[src/rtl/atomic_rmw_pkg.sv]
package atomic_rmw_pkg;
  localparam int FUNC_W = 5;

  typedef enum logic [2:0] {OP_ADD, OP_XOR, OP_OR, OP_AND, OP_SWAP} rmw_op_e;
  typedef enum logic [1:0] {CODE_OK, CODE_ILLEGAL, CODE_UNDEF} code_class_e;
  typedef enum logic [1:0] {ST_IDLE, ST_READ, ST_WRITE, ST_DONE} rmw_state_e;
endpackage

[src/rtl/atomic_rmw_decode.sv]
module atomic_rmw_decode
  import atomic_rmw_pkg::*;
(
  input  logic [FUNC_W-1:0] func,
  input  logic              is_store,
  output rmw_op_e           op,
  output code_class_e       cls
);
  always_comb begin
    op  = OP_ADD;
    cls = CODE_UNDEF;
    case (func)
      5'd0: begin op = OP_ADD; cls = CODE_OK; end
      5'd1: begin op = OP_XOR; cls = CODE_OK; end
      5'd2: begin op = OP_OR;  cls = CODE_OK; end
      5'd3: begin op = OP_AND; cls = CODE_OK; end
      5'd4, 5'd5, 5'd6, 5'd7, 5'd24: cls = CODE_ILLEGAL;
      5'd8: begin
        op  = OP_SWAP;
        cls = is_store ? CODE_UNDEF : CODE_OK;
      end
      5'd16, 5'd25, 5'd28: cls = is_store ? CODE_UNDEF : CODE_ILLEGAL;
      default: cls = CODE_UNDEF;
    endcase
  end
endmodule

[src/rtl/atomic_rmw_align.sv]
module atomic_rmw_align #(
  parameter int LG = 3
) (
  input  logic [LG-1:0] addr_lo,
  input  logic          dword,
  output logic          misaligned
);
  localparam int WLG = LG - 1;

  always_comb begin
    if (dword) misaligned = |addr_lo;
    else       misaligned = |addr_lo[WLG-1:0];
  end
endmodule

[src/rtl/atomic_rmw_alu.sv]
module atomic_rmw_alu
  import atomic_rmw_pkg::*;
#(
  parameter int DATA_W = 64
) (
  input  rmw_op_e           op,
  input  logic              dword,
  input  logic [DATA_W-1:0] old_val,
  input  logic [DATA_W-1:0] operand,
  output logic [DATA_W-1:0] new_val
);
  localparam int HALF_W = DATA_W / 2;

  logic [DATA_W-1:0] a, b, r;

  always_comb begin
    a = dword ? old_val : {{HALF_W{1'b0}}, old_val[HALF_W-1:0]};
    b = dword ? operand : {{HALF_W{1'b0}}, operand[HALF_W-1:0]};
    case (op)
      OP_ADD:  r = a + b;
      OP_XOR:  r = a ^ b;
      OP_OR:   r = a | b;
      OP_AND:  r = a & b;
      OP_SWAP: r = b;
      default: r = a;
    endcase
    new_val = dword ? r : {{HALF_W{1'b0}}, r[HALF_W-1:0]};
  end
endmodule

[src/rtl/atomic_rmw_unit.sv]
module atomic_rmw_unit
  import atomic_rmw_pkg::*;
#(
  parameter int ADDR_W = 32,
  parameter int DATA_W = 64
) (
  input  logic              clk,
  input  logic              rst_n,
  input  logic              req_valid,
  output logic              req_ready,
  input  logic              req_store,
  input  logic              req_dword,
  input  logic [FUNC_W-1:0] req_func,
  input  logic [ADDR_W-1:0] req_addr,
  input  logic [DATA_W-1:0] req_operand,
  output logic              rsp_done,
  output logic [DATA_W-1:0] rsp_data,
  output logic              err_illegal,
  output logic              err_storage,
  output logic              mem_rd,
  output logic              mem_wr,
  output logic              mem_lock,
  output logic              mem_dword,
  output logic [ADDR_W-1:0] mem_addr,
  output logic [DATA_W-1:0] mem_wdata,
  input  logic [DATA_W-1:0] mem_rdata,
  input  logic              mem_ready
);
  localparam int HALF_W = DATA_W / 2;
  localparam int LG     = $clog2(DATA_W / 8);

  rmw_state_e        state_q, state_d;
  rmw_op_e           dec_op, op_q;
  code_class_e       dec_cls;
  logic              misal;
  logic              accept, cap_old;
  logic              store_q, dword_q, eill_q, esto_q;
  logic              eill_d, esto_d;
  logic [ADDR_W-1:0] addr_q;
  logic [DATA_W-1:0] operand_q, old_q, old_d;

  atomic_rmw_decode u_decode (
    .func     (req_func),
    .is_store (req_store),
    .op       (dec_op),
    .cls      (dec_cls)
  );

  atomic_rmw_align #(.LG(LG)) u_align (
    .addr_lo    (req_addr[LG-1:0]),
    .dword      (req_dword),
    .misaligned (misal)
  );

  atomic_rmw_alu #(.DATA_W(DATA_W)) u_alu (
    .op      (op_q),
    .dword   (dword_q),
    .old_val (old_q),
    .operand (operand_q),
    .new_val (mem_wdata)
  );

  // next-state and enables
  always_comb begin
    state_d = state_q;
    accept  = (state_q == ST_IDLE) && req_valid;
    cap_old = (state_q == ST_READ) && mem_ready;
    eill_d  = (dec_cls == CODE_ILLEGAL);
    esto_d  = (dec_cls == CODE_UNDEF) || ((dec_cls == CODE_OK) && misal);
    old_d   = req_dword_sel(dword_q, mem_rdata);
    case (state_q)
      ST_IDLE:  if (req_valid) state_d = (eill_d || esto_d) ? ST_DONE : ST_READ;
      ST_READ:  if (mem_ready) state_d = ST_WRITE;
      ST_WRITE: if (mem_ready) state_d = ST_DONE;
      default:  state_d = ST_IDLE;
    endcase
  end

  function automatic logic [DATA_W-1:0] req_dword_sel(input logic dw,
                                                      input logic [DATA_W-1:0] v);
    return dw ? v : {{HALF_W{1'b0}}, v[HALF_W-1:0]};
  endfunction

  always_ff @(posedge clk or negedge rst_n) begin
    if (!rst_n) state_q <= ST_IDLE;
    else        state_q <= state_d;
  end

  always_ff @(posedge clk or negedge rst_n) begin
    if (!rst_n) begin
      store_q   <= 1'b0;
      dword_q   <= 1'b0;
      op_q      <= OP_ADD;
      addr_q    <= '0;
      operand_q <= '0;
      eill_q    <= 1'b0;
      esto_q    <= 1'b0;
    end else if (accept) begin
      store_q   <= req_store;
      dword_q   <= req_dword;
      op_q      <= dec_op;
      addr_q    <= req_addr;
      operand_q <= req_operand;
      eill_q    <= eill_d;
      esto_q    <= esto_d;
    end
  end

  always_ff @(posedge clk or negedge rst_n) begin
    if (!rst_n)       old_q <= '0;
    else if (cap_old) old_q <= old_d;
  end

  assign req_ready   = (state_q == ST_IDLE);
  assign rsp_done    = (state_q == ST_DONE);
  assign err_illegal = rsp_done && eill_q;
  assign err_storage = rsp_done && esto_q;
  assign rsp_data    = (rsp_done && !store_q && !eill_q && !esto_q) ? old_q : '0;
  assign mem_rd      = (state_q == ST_READ);
  assign mem_wr      = (state_q == ST_WRITE);
  assign mem_lock    = mem_rd || mem_wr;
  assign mem_dword   = dword_q;
  assign mem_addr    = addr_q;

  assert_one_strobe_R8: assert property (@(posedge clk) disable iff (!rst_n)
    $onehot0({mem_rd, mem_wr, rsp_done}));
  assert_done_pulse_R8: assert property (@(posedge clk) disable iff (!rst_n)
    rsp_done |=> !rsp_done);
  assert_addr_steady_R7: assert property (@(posedge clk) disable iff (!rst_n)
    (mem_lock && $past(mem_lock)) |-> $stable(mem_addr));
  assert_write_after_read_R7: assert property (@(posedge clk) disable iff (!rst_n)
    $rose(mem_wr) |-> $past(mem_rd && mem_ready));
  assert_error_no_access_R4: assert property (@(posedge clk) disable iff (!rst_n)
    (rsp_done && (err_illegal || err_storage)) |-> $past(req_ready));
  assert_error_exclusive_R3: assert property (@(posedge clk) disable iff (!rst_n)
    !(err_illegal && err_storage));
  assert_word_upper_zero_R6: assert property (@(posedge clk) disable iff (!rst_n)
    (mem_wr && !mem_dword) |-> (mem_wdata[DATA_W-1:HALF_W] == '0));
endmodule

[config.mk]
export PLATFORM = sky130hd
export DESIGN_NAME = atomic_rmw_unit
export DESIGN_NICKNAME = d
export VERILOG_FILES = /design/src/rtl/atomic_rmw_pkg.sv /design/src/rtl/atomic_rmw_decode.sv /design/src/rtl/atomic_rmw_align.sv /design/src/rtl/atomic_rmw_alu.sv /design/src/rtl/atomic_rmw_unit.sv
export SDC_FILE = /design/constraint.sdc
export NUM_CORES = 1
export LEC_CHECK = 0
export ABC_AREA = 1
export BUFFER_PORTS_ARGS = -buffer_cell sky130_fd_sc_hd__clkbuf_2
export CAP_MARGIN = 20
export CORE_MARGIN = 2
export CORE_UTILIZATION = 48
export CTS_BUF_LIST = sky130_fd_sc_hd__clkbuf_4
export CTS_CLUSTER_DIAMETER = 30
export DETAILED_ROUTE_END_ITERATION = 8
export PLACE_DENSITY = 0.74
export SLEW_MARGIN = 20
export SYNTH_ARGS = -nofsm -noshare
export SYNTH_HDL_FRONTEND = slang
export SYNTH_SLANG_ARGS = --single-unit
[constraint.sdc]
create_clock -name clk -period 4.7 [get_ports clk]
set_input_delay 0.47 -clock clk [delete_from_list [all_inputs] [get_ports clk]]
set_output_delay 0.47 -clock clk [all_outputs]
set_load 0.05 [all_outputs]
# After elaboration in Yosys (flattened, before gate mapping)
# Index checks and enable logic that the tools add are counted.
dict set report classes {
  n_addsub 1
  n_eq_ne 24
  n_mux 16
  bitwise_logic 3
  n_reduce_logical 24
}
# operator count
set op_table {}
lappend op_table {{$mux 64} 5}
lappend op_table {{$pmux 64 s5} 1}
lappend op_table {{$add 64x64->64} 1}
lappend op_table {{$and 64x64->64} 1}
lappend op_table {{$or 64x64->64} 1}
lappend op_table {{$xor 64x64->64} 1}
lappend op_table {{$eq 5x3->1 const B} 4}
lappend op_table {{$eq 5x5->1 const B} 4}
lappend op_table {{$mux 2} 6}
lappend op_table {{$pmux 3 s4} 1}
lappend op_table {{$eq 5x2->1 const B} 2}
lappend op_table {{$logic_and 1x1->1} 8}
lappend op_table {{$pmux 2 s4} 1}
lappend op_table {{$eq 2x2->1 const B} 3}
lappend op_table {{$eq 3x2->1 const B} 2}
lappend op_table {{$pmux 2 s3} 1}
lappend op_table {{$reduce_or 3->1} 2}
lappend op_table {{$eq 5x1->1 const B} 1}
lappend op_table {{$eq 5x4->1 const B} 1}
lappend op_table {{$logic_not 5->1} 1}
lappend op_table {{$reduce_or 5->1} 1}
lappend op_table {{$eq 2x1->1 const B} 2}
lappend op_table {{$logic_not 2->1} 2}
lappend op_table {{$ne 2x1->1 const B} 2}
lappend op_table {{other kinds (10)} 14}
dict set report word_totals {
  reg_bits 169
  input_bits 171
  output_inout_bits 168
  word_cells 77
}

# Depth between registers and ports, before layout
dict set report depth {
  word_depth 10
  depth_mapped 19
}

# By module
# Synthesis repeated with hierarchy kept, for this count alone.
dict set report hier_totals {
  cells_unflattened 2867
  area_unflattened_um2 16879.9
}
# mod n_inst cells_each area_each_um2 seq_area_each_um2
set by_module_without_submodules {}
lappend by_module_without_submodules {atomic_rmw_alu 1 1988 9735.6 0.0}
lappend by_module_without_submodules {atomic_rmw_unit 1 846 6989.2 4229.1}
lappend by_module_without_submodules {atomic_rmw_decode 1 30 143.9 0.0}
lappend by_module_without_submodules {atomic_rmw_align 1 3 11.3 0.0}

# Worst setup path after synthesis
# Ideal clock, no wire load.
dict set report synth_path {
  kind {reg2out}
  start {reg dword_q, in the netlist mem_dword}
  end {out mem_wdata[63]}
  arrival_time_ns 3.453
  t_required_ns 4.230
  path_slack_ns 0.777
  stages_incl_launch_ff 20
  cell_sequence {dfrtp_1 > clkbuf_1 > clkbuf_1 > clkbuf_1 > nand2_1 > inv_1 > ha_1 > nand2_1 > inv_1 > nand2_1 > inv_1 > nand2_1 > inv_1 > nand2_1 > nand2_1 > a21oi_1 > nand2_1 > nand2_1 > nand3_1 > a21oi_1}
}
dict set report synth_via {
  elab_chain_len 4
  elab_cells_between_ends 8
  classes_between {add/sub: 1; mux: 4; bitwise: 3}
}
# item line
set synth_rtl {}
lappend synth_rtl {{start, declared} atomic_rmw_unit.sv:37} ;# logic store_q, dword_q, eill_q, esto_q;
lappend synth_rtl {{start signal, assigned} atomic_rmw_unit.sv:100} ;# dword_q <= req_dword;
lappend synth_rtl {{$mux 64, on equally long branches} {atomic_rmw_alu.sv:17, atomic_rmw_alu.sv:18}}
lappend synth_rtl {{$add 64x64->64 (tied with other cells)} atomic_rmw_alu.sv:20} ;# OP_ADD: r = a + b;
lappend synth_rtl {{$pmux 64 s5} atomic_rmw_alu.sv:19} ;# case (op)
lappend synth_rtl {{$mux 64 *} atomic_rmw_alu.sv:27} ;# new_val = dword ? r : {{HALF_W{1'b0}}, r[HALF_W-1:0]};
lappend synth_rtl {{end, declared} atomic_rmw_unit.sv:25} ;# output logic [DATA_W-1:0] mem_wdata,
# Mark *: on every way between the ends. The rest lies on a longest branch, timed or not.

# Final worst setup path
dict set report layout_path {
  start {reg dword_q, in the netlist mem_dword}
  end {out mem_wdata[39]}
}
# The elaborated chain is that of the path after synthesis.

==> summary.txt <==
Outcome
  • Status: completed

Timing
  • Worst Hold Slack: between 0.04 and 0.05 ns
  • Setup TNS Final: 0 ns
  • Pins Over Slew Limit: 0
  • Relative slew margins: between 40% and 50%
  • Tcrit/Tclk final: 95.77%
  • Post-Route Skew: 0.03644 ns
  • Slew @ Worst Pin: 0.8914 ns
  • Final count of negative-setup-slack endpoints: 0
  • Hold violation count in the final report: 0
  • Unrepaired setup endpoints after global routing: no
  • Max Clock Freq: ~0.22 GHz
  • Tmin final: 4.501 ns
  • Setup WS post-layout: 0.1990 ns

CTS
  • Worst skew pair latency: 0.67 ns
  • CTS tree: yes
  • Reg clk slew, reported paths: roughly 0.18 ns
  • Clock Path Buffers: 2
  • Clock Tree Root: clkbuf_4
  • Maximum level of the CTS H-tree: 4
  • CTS Buf Count: 17
  • Clk sinks: 169

Synthesis
  • Post-synthesis cell area: about 0.017 sq mm
  • Main synth FF type: dfrtp_1
  • Post-Syn Instances: 2774
  • Syn_area_per_cell: ~6 sq um
  • Post-synth top area share: 25.49%
  • Register area share after synthesis: around 25%
  • Synth top area cells: dfrtp_1 (25%), nand2_1 (23%), inv_1 (12%)
  • Largest area contributor in the netlist: dfrtp_1
  • Ys async rst share: 100.0%
  • YS warnings: 0
  • Post-synth EDFFs: 0
  • Synth unique cells: 41
  • Yosys reg bits: approximately 170
  • Net count after synthesis: 3078

Detailed routing
  • DR DRC count: 0
  • Antenna Nets Post-Route: 0
  • Vias/cell: 5.378
  • Routed WL: 67.67 mm
  • Top layer in use: met4
  • Wl on met1: around 30 mm
  • Vias: 19620
  • Avg WL per Cell: 18.55 um
  • Drt first pass iters: 5
  • Met3 wire len: 6.102 mm
  • Initial drt markers: 1909
  • Met2 routed WL: 29.54 mm

Worst setup path
  • Critical path startpoint category: flop
  • Worst R2R Setup Slack: 2.27 ns
  • Crit Path Class: flop to output pin
  • Worst-case reg-to-reg path depth: 7
  • Slowest stage delay, CP: 0.64 ns
  • Worst path cell trace: buf_4 > nand2_1 > ha_1 > nand2_1 > nor2_1 > inv_1 > nor2_2 > nand2_1 > inv_1 > nand2_1 > nand3_1 > nand3_1 > a22oi_1 > clkbuf_2
  • CP Data Required Time: 4.23 ns
  • CP Max Fanout: 18
  • CP max-delay cell: dfrtp_4
  • R2R Path End: operand_q[25]$_DFFE_PN0P_
  • Critical Path AT: 4.03 ns
  • CP Capture Type: output pin
  • Reg-to-reg startpoint: state_q[0]$_DFFE_PN0P_
  • CP dominant cell by count: nand2_1

Run
  • Max-cap violation count: 0

Die
  • Core Area: 0.03429 sq mm
  • Initial Util: 48.39%
  • # IOs: 339
  • Std cell rows: 68
  • Die Ht: approximately 190 um
  • Total die area: 0.03607 sq mm
  • Die W: 189.9 um

Placement
  • DP HPWL: 52.00 mm
  • IO Port Bufs: 338
  • Pre-CTS setup slack: 0.8679 ns
  • Placed Area: 0.01876 sq mm
  • Routability cong.: just over 1

Power and ir drop
  • Leak: about 12 nW
  • Pwr Density: 769.1 mW/mm^2
  • Maximum VDD drop: 0.0007771 V
  • Tot Pwr: 15.49 mW

Global routing
  • Remaining global-route overflow: 0
  • Total Routing Usage GR: 37.17%
  • First-pass GRT wire length: 103.5 mm
  • Pin count of the biggest net entering global routing: 128
  • Vias in the first global route: 18480
  • Initial antenna violation count: 1

Cells and area
  • Layout Area Growth over Synthesis: 21.40%
  • Filler cells: roughly 3400
  • Fin area: roughly 0.020 sq mm
  • Layout cells sized above 1: 15.70%
  • Final net count: 3483

Worst hold path
  • Critical hold path startpoint: req_operand[10]
  • Worst hold stages: 3
  • HP Class: input port to flop
  • Hold worst-path end: operand_q[10]$_DFFE_PN0P_
-- flip-flops by register name, indices dropped and copies added (netlist names) --
register   flops
operand_q     64
op_q           3
mem_addr      32
eill_q         1
esto_q         1
mem_dword      1
state_q        2
old_q         64
store_q        1
-- final cells by class --
| type | count | area (sq um) | share of cell area, % |
|---|---|---|---|
| multi-input combinational | 1970 | 9971 | 49.50 |
| clock buffer | 18 | 135.1 | 0.6709 |
| timing repair buffer | 478 | 3039 | 15.09 |
| tap | 455 | 569.3 | 2.826 |
| clock inverter | 14 | 152.6 | 0.7578 |
| antenna | 1 | 2.502 | 0.01242 |
| sequential | 169 | 4233 | 21.01 |
| inverter | 543 | 2041 | 10.13 |
-- placed cells by master (no fill, tap or decap), types with 4 or more instances in the layout --
cell type and count:
nand3_2 11, nand4_1 10, ha_1 132, nor3_2 6, inv_2 8, o21ai_0 123
dlygate4sd3_1 107, nand2_2 35, nor2_1 207, nor3_1 22, a211oi_1 19, buf_4 31
a221oi_1 32, a21oi_2 6, nand3b_1 4, nor2_4 4, nand2_1 1001, clkbuf_2 335
inv_1 530, clkinv_1 4, nand3_1 107, o221ai_1 6, clkbuf_4 19, dfrtp_1 168
inv_6 4, o211ai_1 14, nor2_2 19, a22oi_1 5, o22ai_1 55, a21oi_1 129
-- cell families after synthesis --
group / synth area share, %
simple gates: 35.47
buf+inv: 14.51
compound gates: 14.46
flops: 25.49
fa+ha+maj: 10.07
-- worst max-delay path, delay by kind of cell, from the launching register on --
kind            cells  cell delay (ns)
fa+ha+maj           1             0.36
compound gates      1             0.42
simple gates        8             1.11
buf+inv             4             0.86
flops               1             0.64
-- per-stage QoR --
stage                     util (%)  cells
after global placement       54.73   3507
final                        58.75   3648
after floorplan                  -   2774
after detailed placement     54.73   3507
after CTS                    58.69   3646
after global routing         58.75   3648
-- power breakdown --
| group | switching (mW) | internal (mW) |
|---|---|---|
| Clock | 0.669 | 0.249 |
| Combinational | 8.89 | 3.02 |
| Sequential | 0.594 | 2.07 |
-- cell usage after synthesis (2+ instances only) --
cell       instances
inv_2              8
or2_2              2
o211ai_1          14
nand3_2           10
nor2_1           207
a21oi_1          129
ha_1             132
buf_1              4
clkinv_1           4
a221oi_1          32
nand2_2           34
a211oi_1          19
and2_1             3
o311ai_0           3
nand4_1           10
nand3_1          108
o22ai_1           55
a21oi_2            6
a22oi_1            5
nor2_4             4
o21bai_1           3
nand2_1         1003
inv_1            531
nor2_2            19
o2111ai_1          3
o21ai_0          123
buf_2             19
nor3_2             6
o221ai_1           6
clkbuf_1          69
nor3_1            22
dfrtp_1          169
nand3b_1           4
-- worst max path at each step --
stage | from | endpoint | slack [ns]
2_1_floorplan | mem_dword$_DFFE_PN0P_ | mem_wdata[63] | 0.78
3_3_place_gp | mem_dword$_DFFE_PN0P_ | mem_wdata[50] | 0.87
3_5_place_dp | mem_dword$_DFFE_PN0P_ | mem_wdata[50] | 0.87
4_1_cts | mem_dword$_DFFE_PN0P_ | mem_wdata[50] | 0.13
5_1_grt | mem_dword$_DFFE_PN0P_ | mem_wdata[44] | 0.007
6_report | mem_dword$_DFFE_PN0P_ | mem_wdata[39] | 0.20
-- repair_timing --
action | CTS | global route
gates resized for setup | 0 | 3
hold buffers | 107 | 0
endpoints found under the setup margin | 0 | 12
hold endpoints to repair | 148 | 0
setup buffers | 0 | 1
-- routing by layer --
layer / vias up / track usage [%]
met2: 926 / 57.34
met3: 137 / 6.918
li1: 9424 / -
met5: - / 0
met4: 0 / 12.37
met1: 9131 / 52.34
(Power assumes the default switching activity.)
